`src/rtl/seq_pkg.sv`:
```
package seq_pkg;

    typedef enum logic [1:0] {
        SQ_IDLE    = 2'd0,
        SQ_SETTLE  = 2'd1,
        SQ_CONVERT = 2'd2
    } seq_state_t;

endpackage

```
`src/rtl/seq_down_timer.sv`:
```
// Loadable down-counter; expired is high while the count sits at zero.
module seq_down_timer #(
    parameter int W = 16
) (
    input  logic         clk,
    input  logic         rst_n,
    input  logic         load,
    input  logic [W-1:0] load_val,
    output logic         expired
);

    logic [W-1:0] cnt_q;

    always_ff @(posedge clk) begin
        if (!rst_n) begin
            cnt_q <= '0;
        end else if (load) begin
            cnt_q <= load_val;
        end else if (cnt_q != '0) begin
            cnt_q <= cnt_q - W'(1);
        end
    end

    assign expired = (cnt_q == '0);

endmodule

```
`src/rtl/seq_rdy_sync.sv`:
```
// Synchronizer chain plus one history flop; flags a high-to-low transition.
module seq_rdy_sync #(
    parameter int STAGES = 2
) (
    input  logic clk,
    input  logic rst_n,
    input  logic async_n,
    output logic fall
);

    logic [STAGES:0] pipe_q;

    always_ff @(posedge clk) begin
        if (!rst_n) begin
            pipe_q <= '1;
        end else begin
            pipe_q <= {pipe_q[STAGES-1:0], async_n};
        end
    end

    assign fall = pipe_q[STAGES] & ~pipe_q[STAGES-1];

endmodule

```
`src/rtl/seq_spi_reader.sv`:
```
// Reads one DATA_W word: clock idle low, capture on the rising edge, MSB first.
module seq_spi_reader #(
    parameter int DATA_W    = 16,
    parameter int SCLK_HALF = 2,
    parameter int TAG_W     = 2
) (
    input  logic              clk,
    input  logic              rst_n,
    input  logic              start,
    input  logic [TAG_W-1:0]  tag_in,
    input  logic              miso,
    output logic              sclk,
    output logic              cs_n,
    output logic              busy,
    output logic              done,
    output logic [DATA_W-1:0] data,
    output logic [TAG_W-1:0]  tag_out
);

    localparam int DIV_W = (SCLK_HALF > 1) ? $clog2(SCLK_HALF) : 1;
    localparam int BIT_W = $clog2(DATA_W);

    logic              active_q;
    logic              sclk_q;
    logic              done_q;
    logic [DIV_W-1:0]  div_q;
    logic [BIT_W-1:0]  bits_q;
    logic [DATA_W-1:0] shift_q;
    logic [TAG_W-1:0]  tag_q;

    always_ff @(posedge clk) begin
        if (!rst_n) begin
            active_q <= 1'b0;
            sclk_q   <= 1'b0;
            done_q   <= 1'b0;
            div_q    <= '0;
            bits_q   <= '0;
            shift_q  <= '0;
            tag_q    <= '0;
        end else begin
            done_q <= 1'b0;
            if (start && !active_q) begin
                active_q <= 1'b1;
                sclk_q   <= 1'b0;
                div_q    <= '0;
                bits_q   <= '0;
                tag_q    <= tag_in;
            end else if (active_q) begin
                if (div_q == DIV_W'(SCLK_HALF - 1)) begin
                    div_q  <= '0;
                    sclk_q <= ~sclk_q;
                    if (!sclk_q) begin
                        shift_q <= {shift_q[DATA_W-2:0], miso};
                    end else if (bits_q == BIT_W'(DATA_W - 1)) begin
                        active_q <= 1'b0;
                        done_q   <= 1'b1;
                    end else begin
                        bits_q <= bits_q + BIT_W'(1);
                    end
                end else begin
                    div_q <= div_q + DIV_W'(1);
                end
            end
        end
    end

    assign sclk    = sclk_q;
    assign cs_n    = ~active_q;
    assign busy    = active_q;
    assign done    = done_q;
    assign data    = shift_q;
    assign tag_out = tag_q;

endmodule

```
`src/rtl/mux_adc_sequencer.sv`:
```
module mux_adc_sequencer
    import seq_pkg::*;
#(
    parameter int NUM_CH      = 4,
    parameter int DATA_W      = 16,
    parameter int SCLK_HALF   = 2,
    parameter int SETTLE_W    = 16,
    parameter int TMO_W       = 20,
    parameter int SYNC_STAGES = 2
) (
    input  logic                      clk,
    input  logic                      rst_n,
    input  logic [SETTLE_W-1:0]       settle_cycles,
    input  logic [TMO_W-1:0]          timeout_cycles,
    output logic [$clog2(NUM_CH)-1:0] mux_sel,
    output logic                      conv_start,
    input  logic                      adc_rdy_n,
    output logic                      spi_sclk,
    output logic                      spi_cs_n,
    input  logic                      spi_miso,
    output logic                      res_valid,
    input  logic                      res_ready,
    output logic [DATA_W-1:0]         res_data,
    output logic [$clog2(NUM_CH)-1:0] res_chan,
    output logic                      timeout_err
);

    localparam int CH_W = $clog2(NUM_CH);

    seq_state_t        state_q, state_nx;
    logic [CH_W-1:0]   mux_q;
    logic [CH_W-1:0]   conv_ch_q;
    logic              start_q;
    logic              err_q;
    logic              rdy_fall;
    logic              settle_load, settle_exp;
    logic              tmo_load, tmo_exp;
    logic              rd_busy, rd_done;
    logic [DATA_W-1:0] rd_data;
    logic [CH_W-1:0]   rd_tag;
    logic              fire, take, abort;
    logic              slot_valid_q;
    logic [DATA_W-1:0] slot_data_q;
    logic [CH_W-1:0]   slot_chan_q;

    function automatic logic [CH_W-1:0] next_ch(input logic [CH_W-1:0] ch);
        return (ch == CH_W'(NUM_CH - 1)) ? '0 : ch + CH_W'(1);
    endfunction

    seq_rdy_sync #(.STAGES(SYNC_STAGES)) u_sync (
        .clk     (clk),
        .rst_n   (rst_n),
        .async_n (adc_rdy_n),
        .fall    (rdy_fall)
    );

    seq_down_timer #(.W(SETTLE_W)) u_settle (
        .clk      (clk),
        .rst_n    (rst_n),
        .load     (settle_load),
        .load_val (settle_cycles),
        .expired  (settle_exp)
    );

    seq_down_timer #(.W(TMO_W)) u_watch (
        .clk      (clk),
        .rst_n    (rst_n),
        .load     (tmo_load),
        .load_val (timeout_cycles),
        .expired  (tmo_exp)
    );

    seq_spi_reader #(
        .DATA_W    (DATA_W),
        .SCLK_HALF (SCLK_HALF),
        .TAG_W     (CH_W)
    ) u_reader (
        .clk     (clk),
        .rst_n   (rst_n),
        .start   (take),
        .tag_in  (conv_ch_q),
        .miso    (spi_miso),
        .sclk    (spi_sclk),
        .cs_n    (spi_cs_n),
        .busy    (rd_busy),
        .done    (rd_done),
        .data    (rd_data),
        .tag_out (rd_tag)
    );

    // Transition conditions
    assign fire  = (state_q == SQ_SETTLE) && settle_exp && !rd_busy && !rd_done && !slot_valid_q;
    assign take  = (state_q == SQ_CONVERT) && rdy_fall;
    assign abort = (state_q == SQ_CONVERT) && !rdy_fall && tmo_exp;

    assign settle_load = (state_q == SQ_IDLE) || take;
    assign tmo_load    = fire;

    // Next state
    always_comb begin
        state_nx = state_q;
        unique case (state_q)
            SQ_IDLE:    state_nx = SQ_SETTLE;
            SQ_SETTLE:  if (fire) state_nx = SQ_CONVERT;
            SQ_CONVERT: begin
                if (take)       state_nx = SQ_SETTLE;
                else if (abort) state_nx = SQ_IDLE;
            end
            default:    state_nx = SQ_IDLE;
        endcase
    end

    // State register
    always_ff @(posedge clk) begin
        if (!rst_n) state_q <= SQ_IDLE;
        else        state_q <= state_nx;
    end

    // Outputs of the sequencer
    always_ff @(posedge clk) begin
        if (!rst_n) begin
            mux_q     <= '0;
            conv_ch_q <= '0;
            start_q   <= 1'b0;
            err_q     <= 1'b0;
        end else begin
            start_q <= 1'b0;
            err_q   <= 1'b0;
            if (fire) begin
                start_q   <= 1'b1;
                conv_ch_q <= mux_q;
            end
            if (take) begin
                mux_q <= next_ch(mux_q);
            end else if (abort) begin
                err_q <= 1'b1;
                mux_q <= '0;
            end
        end
    end

    // Result slot
    always_ff @(posedge clk) begin
        if (!rst_n) begin
            slot_valid_q <= 1'b0;
            slot_data_q  <= '0;
            slot_chan_q  <= '0;
        end else if (rd_done) begin
            slot_valid_q <= 1'b1;
            slot_data_q  <= rd_data;
            slot_chan_q  <= rd_tag;
        end else if (slot_valid_q && res_ready) begin
            slot_valid_q <= 1'b0;
        end
    end

    assign mux_sel     = mux_q;
    assign conv_start  = start_q;
    assign timeout_err = err_q;
    assign res_valid   = slot_valid_q;
    assign res_data    = slot_data_q;
    assign res_chan    = slot_chan_q;

endmodule

```
`config.mk`:
```
export PLATFORM = sky130hd
export DESIGN_NAME = mux_adc_sequencer
export DESIGN_NICKNAME = d
export VERILOG_FILES = /design/src/rtl/seq_pkg.sv /design/src/rtl/seq_down_timer.sv /design/src/rtl/seq_rdy_sync.sv /design/src/rtl/seq_spi_reader.sv /design/src/rtl/mux_adc_sequencer.sv
export SDC_FILE = /design/constraint.sdc
export NUM_CORES = 1
export LEC_CHECK = 0
export BUFFER_PORTS_ARGS = -buffer_cell sky130_fd_sc_hd__buf_4
export CAP_MARGIN = 0
export CORE_MARGIN = 2
export CORE_UTILIZATION = 45
export CTS_CLUSTER_DIAMETER = 100
export DETAILED_ROUTE_END_ITERATION = 10
export GPL_TIMING_DRIVEN = 0
export PLACE_DENSITY_LB_ADDON = 0.3
export SYNTH_ARGS = -nofsm -noshare
export SYNTH_HDL_FRONTEND = slang
export SYNTH_SLANG_ARGS = --single-unit
```
`constraint.sdc`:
```
create_clock -name clk -period 2.3 [get_ports clk]
set_input_delay 0.23 -clock clk [delete_from_list [all_inputs] [get_ports clk]]
set_output_delay 0.23 -clock clk [all_outputs]
set_load 0.02 [all_outputs]
```
-- Word-level counts from Yosys, hierarchy flattened
Index checks and enable logic that the tools add are counted.
- $add $sub $neg: 5
- equality and inequality tests: 6
- muxes and demuxes: 21
- bitwise operators: 8
- reductions and logical operators: 30
- operators with widths (cell ; count):
    two-way mux 20 bit ; 2
    two-way mux 16 bit ; 2
    logical NOT 20 bit ; 1
    nonzero test 20 bit ; 1
    subtractor 20 x 1 -> 20 bit (second input constant) ; 1
    logical NOT 16 bit ; 1
    nonzero test 16 bit ; 1
    subtractor 16 x 1 -> 16 bit (second input constant) ; 1
    two-way mux 1 bit ; 11
    two-way mux 2 bit ; 5
    logical AND 1 bit ; 9
    AND reduction 4 bit ; 2
    nonzero test 2 bit ; 4
    NOT 1 bit ; 7
    one-hot mux 2 bit (3 select lines) ; 1
    OR reduction 5 bit ; 1
    adder 4 x 1 -> 4 bit (second input constant) ; 1
    == test 2 bit (second input constant) ; 2
    == test 4 bit (second input constant) ; 1
    logical NOT 1 bit ; 4
    AND reduction 2 bit ; 2
    OR reduction 2 bit ; 2
    != test 3 bit (second input constant) ; 1
    adder 2 x 1 -> 2 bit (second input constant) ; 1
    6 further kinds ; 6
- bits in registers: 92
- bits of input ports: 41
- output and inout bits: 25
- word-level logic and storage cells: 88

-- Longest topological paths before layout
- word-level depth: 8
- depth in mapped cells: 9
- mapped depth without buffers: 8

-- Cells and area by module
Synthesis repeated with hierarchy kept, for this count alone.
- cells, all modules: 461
- area, all modules: 4290.4 um^2
- modules (own cells, without submodules) (module ; instances ; cells each ; area an instance (um^2) ; seq. area each (um^2)):
    seq_spi_reader ; 1 ; 118 ; 1118.6 ; 520.5
    seq_down_timer (u_watch) ; 1 ; 122 ; 1087.3 ; 400.4
    mux_adc_sequencer ; 1 ; 98 ; 1059.8 ; 540.5
    seq_down_timer (u_settle) ; 1 ; 116 ; 939.7 ; 320.3
    seq_rdy_sync ; 1 ; 7 ; 85.1 ; 60.1

-- Worst setup path before layout
No wires, ideal clock.
- path kind: reg2reg
- from: register u_settle.cnt_q[10]
- to: register u_watch.cnt_q[10]
- setup time: 0.134 ns
- arrival: 1.864 ns
- required time: 2.166 ns
- path slack: 0.302 ns
- stages on the path, launching flop included: 8
- path buffers: 1
- period minus slack after synthesis: 1.998 ns
- cell sequence: dfxtp_1 -> or4_4 -> nor4b_4 -> nand2_2 -> or2_1 -> buf_6 -> nor2_1 -> a211oi_2
- word-level cells in the longest chain between the ends: 6
- elaborated cells on any way between the ends: 7
- those cells by class: mux: 1; reduce/logical: 6
- RTL lines (element ; RTL line ; RTL):
    start: declaration ; seq_down_timer.sv:12 ; logic [W-1:0] cnt_q;
    start signal: assignment ; seq_down_timer.sv:18 ; cnt_q <= load_val;
    start signal: assignment ; seq_down_timer.sv:20 ; cnt_q <= cnt_q - W'(1);
    logical NOT 16 bit * ; seq_down_timer.sv:24 ; assign expired = (cnt_q == '0);
    logical AND 1 bit * (4 in a row) ; mux_adc_sequencer.sv:92 ; assign fire = (state_q == SQ_SETTLE) && settle_exp && !rd_busy && !rd_done && !slot_valid_q;
    two-way mux 20 bit or nonzero test 2 bit (tied branches) ; -- ;
    end signal: assignment ; seq_down_timer.sv:18 ;
    end signal: assignment ; seq_down_timer.sv:20 ;
    end: declaration ; seq_down_timer.sv:12 ;
Every way passes the cells marked *; elsewhere a longest branch is shown, timed or not.
A chain may end at the register's enable or synchronous reset.

-- Worst setup path in the final report
Same ends and word-level chain as after synthesis.

==> summary.log <==
[sta] min Tclk post-route 2.136 ns
[cts] Clock transition at path regs 0.09 ns
[sta] highest clock rate 468.2 MHz
[sta] number of pins with negative max-slew slack in the final report 0
[sta] # setup viols final 0
[yosys] flip-flop and latch count after synthesis 92
[cts] TritonCTS Sinks 92
[sta] Final Hold Viols 0
[yosys] number of instances in the synthesized netlist 477
[cts] clock buffer depth 2
[grt] largest net degree at the start of global routing 15
[pwr] maximum vdd drop 0.3638 mV
[sta] Rel. slew slack 0.5156
[detailed_routing] detailed-route via count 3531
[yosys] Main synth FF type dfxtp_1
[worst_setup_path] worst reg-to-reg setup slack 0.16 ns
[sta] setup repair after global routing missed its margin no
[yosys] cell accounting for the most synthesized area dfxtp_1
[finish] layout overhead on the synthesized area 21.09%
[sta] transition time of the tightest slew-check pin 0.7266 ns
[yosys] Mean Syn Cell Area 8.470 um^2
[cts] total CTS buffers 9
[worst_setup_path] Worst Setup Start Kind flip-flop
[place] RePlAce Congestion 0.8570
[worst_setup_path] classification of the worst setup path reg2reg
[yosys] mapped cell area 4040 um^2
[worst_hold_path] type of the tightest min-delay check in2reg
[detailed_routing] router iterations before antenna repair 4
[finish] Final Non-Filler Cells 665
[finish] leading cell type in the layout, fill and taps excluded dfxtp_1
[place] Port-buffer cells 64
[yosys] Mapped Nets 524
[floorplanning] # IOs 66
[yosys] EDFF count, synth 0
[grt] vias in the first global route 3376
[cts] CTS tree yes
[worst_setup_path] CP arrival 2.37 ns
[finish] area of all placed cells without fillers 4892 um^2
[yosys] area share of the largest cell type after synthesis 0.4559
[yosys] sequential share of the synthesized area 0.4559
[sta] final critical-path share of the clock period 0.9286
[job] # Max-Cap Violations 0
[worst_setup_path] critical path data required time 2.53 ns
[floorplanning] starting density of the core 0.4633
[cts] Worst-Skew Late Latency 0.36 ns
[grt] global-route wire length before repair 15480 um
[grt] antenna violations before repair 0
[cts] count of hold-fix buffers inserted at cts 0
[yosys] Yosys warning total 0
[finish] number of nets in the final layout 599
[floorplanning] Die Outline Area 9752 um^2
[cts] H-tree depth reported by CTS 3
[floorplanning] DIE WIDTH 98.75 um
[detailed_routing] post-detailed-route DRC marker count 0
[floorplanning] Vert. Die Dim 98.75 um
[yosys] synth top area cells dfxtp_1 (46%), nand2_1 (7.7%), a21oi_1 (6.7%), mux2i_1 (5.0%), nor2_1 (4.7%)
[detailed_routing] DRT Wirelength 9103 um
[finish] count of antenna diodes in the layout 0
[detailed_routing] Iteration-0 DRC Markers 146
[cts] clock root buffer master clkbuf_8
[place] HPWL Detailed 6604 um
[detailed_routing] post-route ant nets 0
[finish] number of fill cells 796
[place] placed standard-cell area 4656 um^2
[detailed_routing] average via count per standard cell 5.310
[worst_setup_path] type of element capturing the critical path flip-flop
[floorplanning] core area 8721 um^2
[finish] fraction of final layout cells sized beyond drive strength 1 0.1777
[grt] global-route usage over all layers 0.1936
[pwr] power density relative to cell area 850.8 nW/um^2
[floorplanning] number of cell rows 34
[place] instance count after placement with tap cells included 649
[grt] Congestion Overflow GR 0
[worst_setup_path] largest fanout of any net on the critical path 10
[pwr] Leakage Power 1.843 nW
[finish] most frequent cells in the layout dfxtp_1 (92), nand2_1 (83), buf_4 (64)
[yosys] Async SR Flop Fraction 0
[run_status] outcome complete, no violations
[yosys] count of distinct cell types in the synthesized netlist 49
[sta] least setup slack across all paths after layout 0.1641 ns
[detailed_routing] detail-routed net length per standard cell 13.69 um
[place] placement-stage worst setup slack -0.1687 ns
[sta] maximum clock skew at final layout 0.01158 ns
[sequential cells by signal, summed over array words and instances (netlist names)]
signal and cells:
res_data 16, u_settle.cnt_q 16, u_reader.busy 1, state_q 2
res_chan 2, u_reader.tag_out 2, res_valid 1, u_sync.pipe_q 3
u_reader.sclk 1, timeout_err 1, u_reader.bits_q 4, u_reader.div_q 1
u_watch.cnt_q 20, mux_sel 2, conv_ch_q 2, u_reader.data 16
conv_start 1, u_reader.done 1
[layout make-up]
cell class | instances | area (um^2) | share of cell area
flip-flops and latches | 92 | 1842 | 0.3765
inverters | 7 | 26.28 | 0.005371
multi-input cells | 357 | 2111 | 0.4315
clock inverters | 4 | 47.55 | 0.009719
clock buffers | 12 | 155.1 | 0.03171
well taps | 108 | 135.1 | 0.02762
plain buffers | 21 | 95.09 | 0.01944
repair buffers | 64 | 480.5 | 0.09821
[worst paths after layout]
check / startpoint / endpoint / cells past startpoint
worst min-delay path: adc_rdy_n / u_sync.pipe_q[0] / 2
worst max-delay path: u_settle.cnt_q[10] / u_watch.cnt_q[10] / 7
worst min register to register: u_sync.pipe_q[0] / u_sync.pipe_q[1] / 1
worst max register to register: u_settle.cnt_q[10] / u_watch.cnt_q[10] / 7
[cell usage after synthesis (3+ instances only)]
cell and count:
nand2_1 83, xor2_1 10, nand3b_1 3, a21oi_1 54, xnor2_1 21, o21ai_0 17
nor2_1 51, inv_1 6, nor2b_1 5, mux2i_1 20, nor3_1 12, nand3_1 14
nand4b_1 3, nor4_1 7, nand2b_1 5, nand4_1 6, ha_1 6, dfxtp_1 92
a211oi_1 7, clkbuf_1 17
[through the flow]
step	power, mW	TNS [ns]	utilization	hold slack [ns]
floorplan	2.776	0	-	0.3315
CTS	4.156	0	0.5587	0.06568
finish	4.162	0	0.5610	0.06913
detailed placement	3.046	-1.549	0.5339	0.3949
global placement	3.002	-1.063	0.5339	0.3950
global route	4.426	0	0.5610	0.06271
[report_power, final]
part           internal [mW]  switching, mW  total (mW)
clock network          0.559          0.564        1.12
logic                  0.536          0.636        1.17
registers               1.72          0.146        1.87
total                   2.82           1.35        4.16
[logic make-up (layout without fill, tap and decap cells)]
| logic type | count (synthesis) | after routing | synth area share |
|---|---|---|---|
| compound gates | 90 | 90 | 0.1257 |
| xor+xnor | 31 | 31 | 0.06720 |
| fa+ha+maj | 6 | 6 | 0.01858 |
| buf+inv | 28 | 108 | 0.02973 |
| flops | 92 | 92 | 0.4559 |
| mux | 20 | 20 | 0.04955 |
| simple gates | 210 | 210 | 0.2533 |
[what timing repair did]
action	CTS	global route
pin swaps	0	2
endpoints found under the setup margin	10	17
gates resized for setup	3	6
setup buffers	0	0
[layer usage]
metal,wire [um],track usage,vias up
li1,-,-,1789
met1,4184,0.2538,1636
met2,4259,0.3108,87
met3,499,0.04539,19
met4,160,0.07376,0
met5,0,0,-
[worst max-delay path: stages, from the launching register on]
cell,delay (ns)
dfxtp_1,0.38
or4_4,0.59
nor4b_4,0.29
nand2_2,0.15
or2_1,0.27
buf_6,0.15
nor2_1,0.12
a211oi_2,0.06
Note: power is estimated with default switching activity, not from simulation.
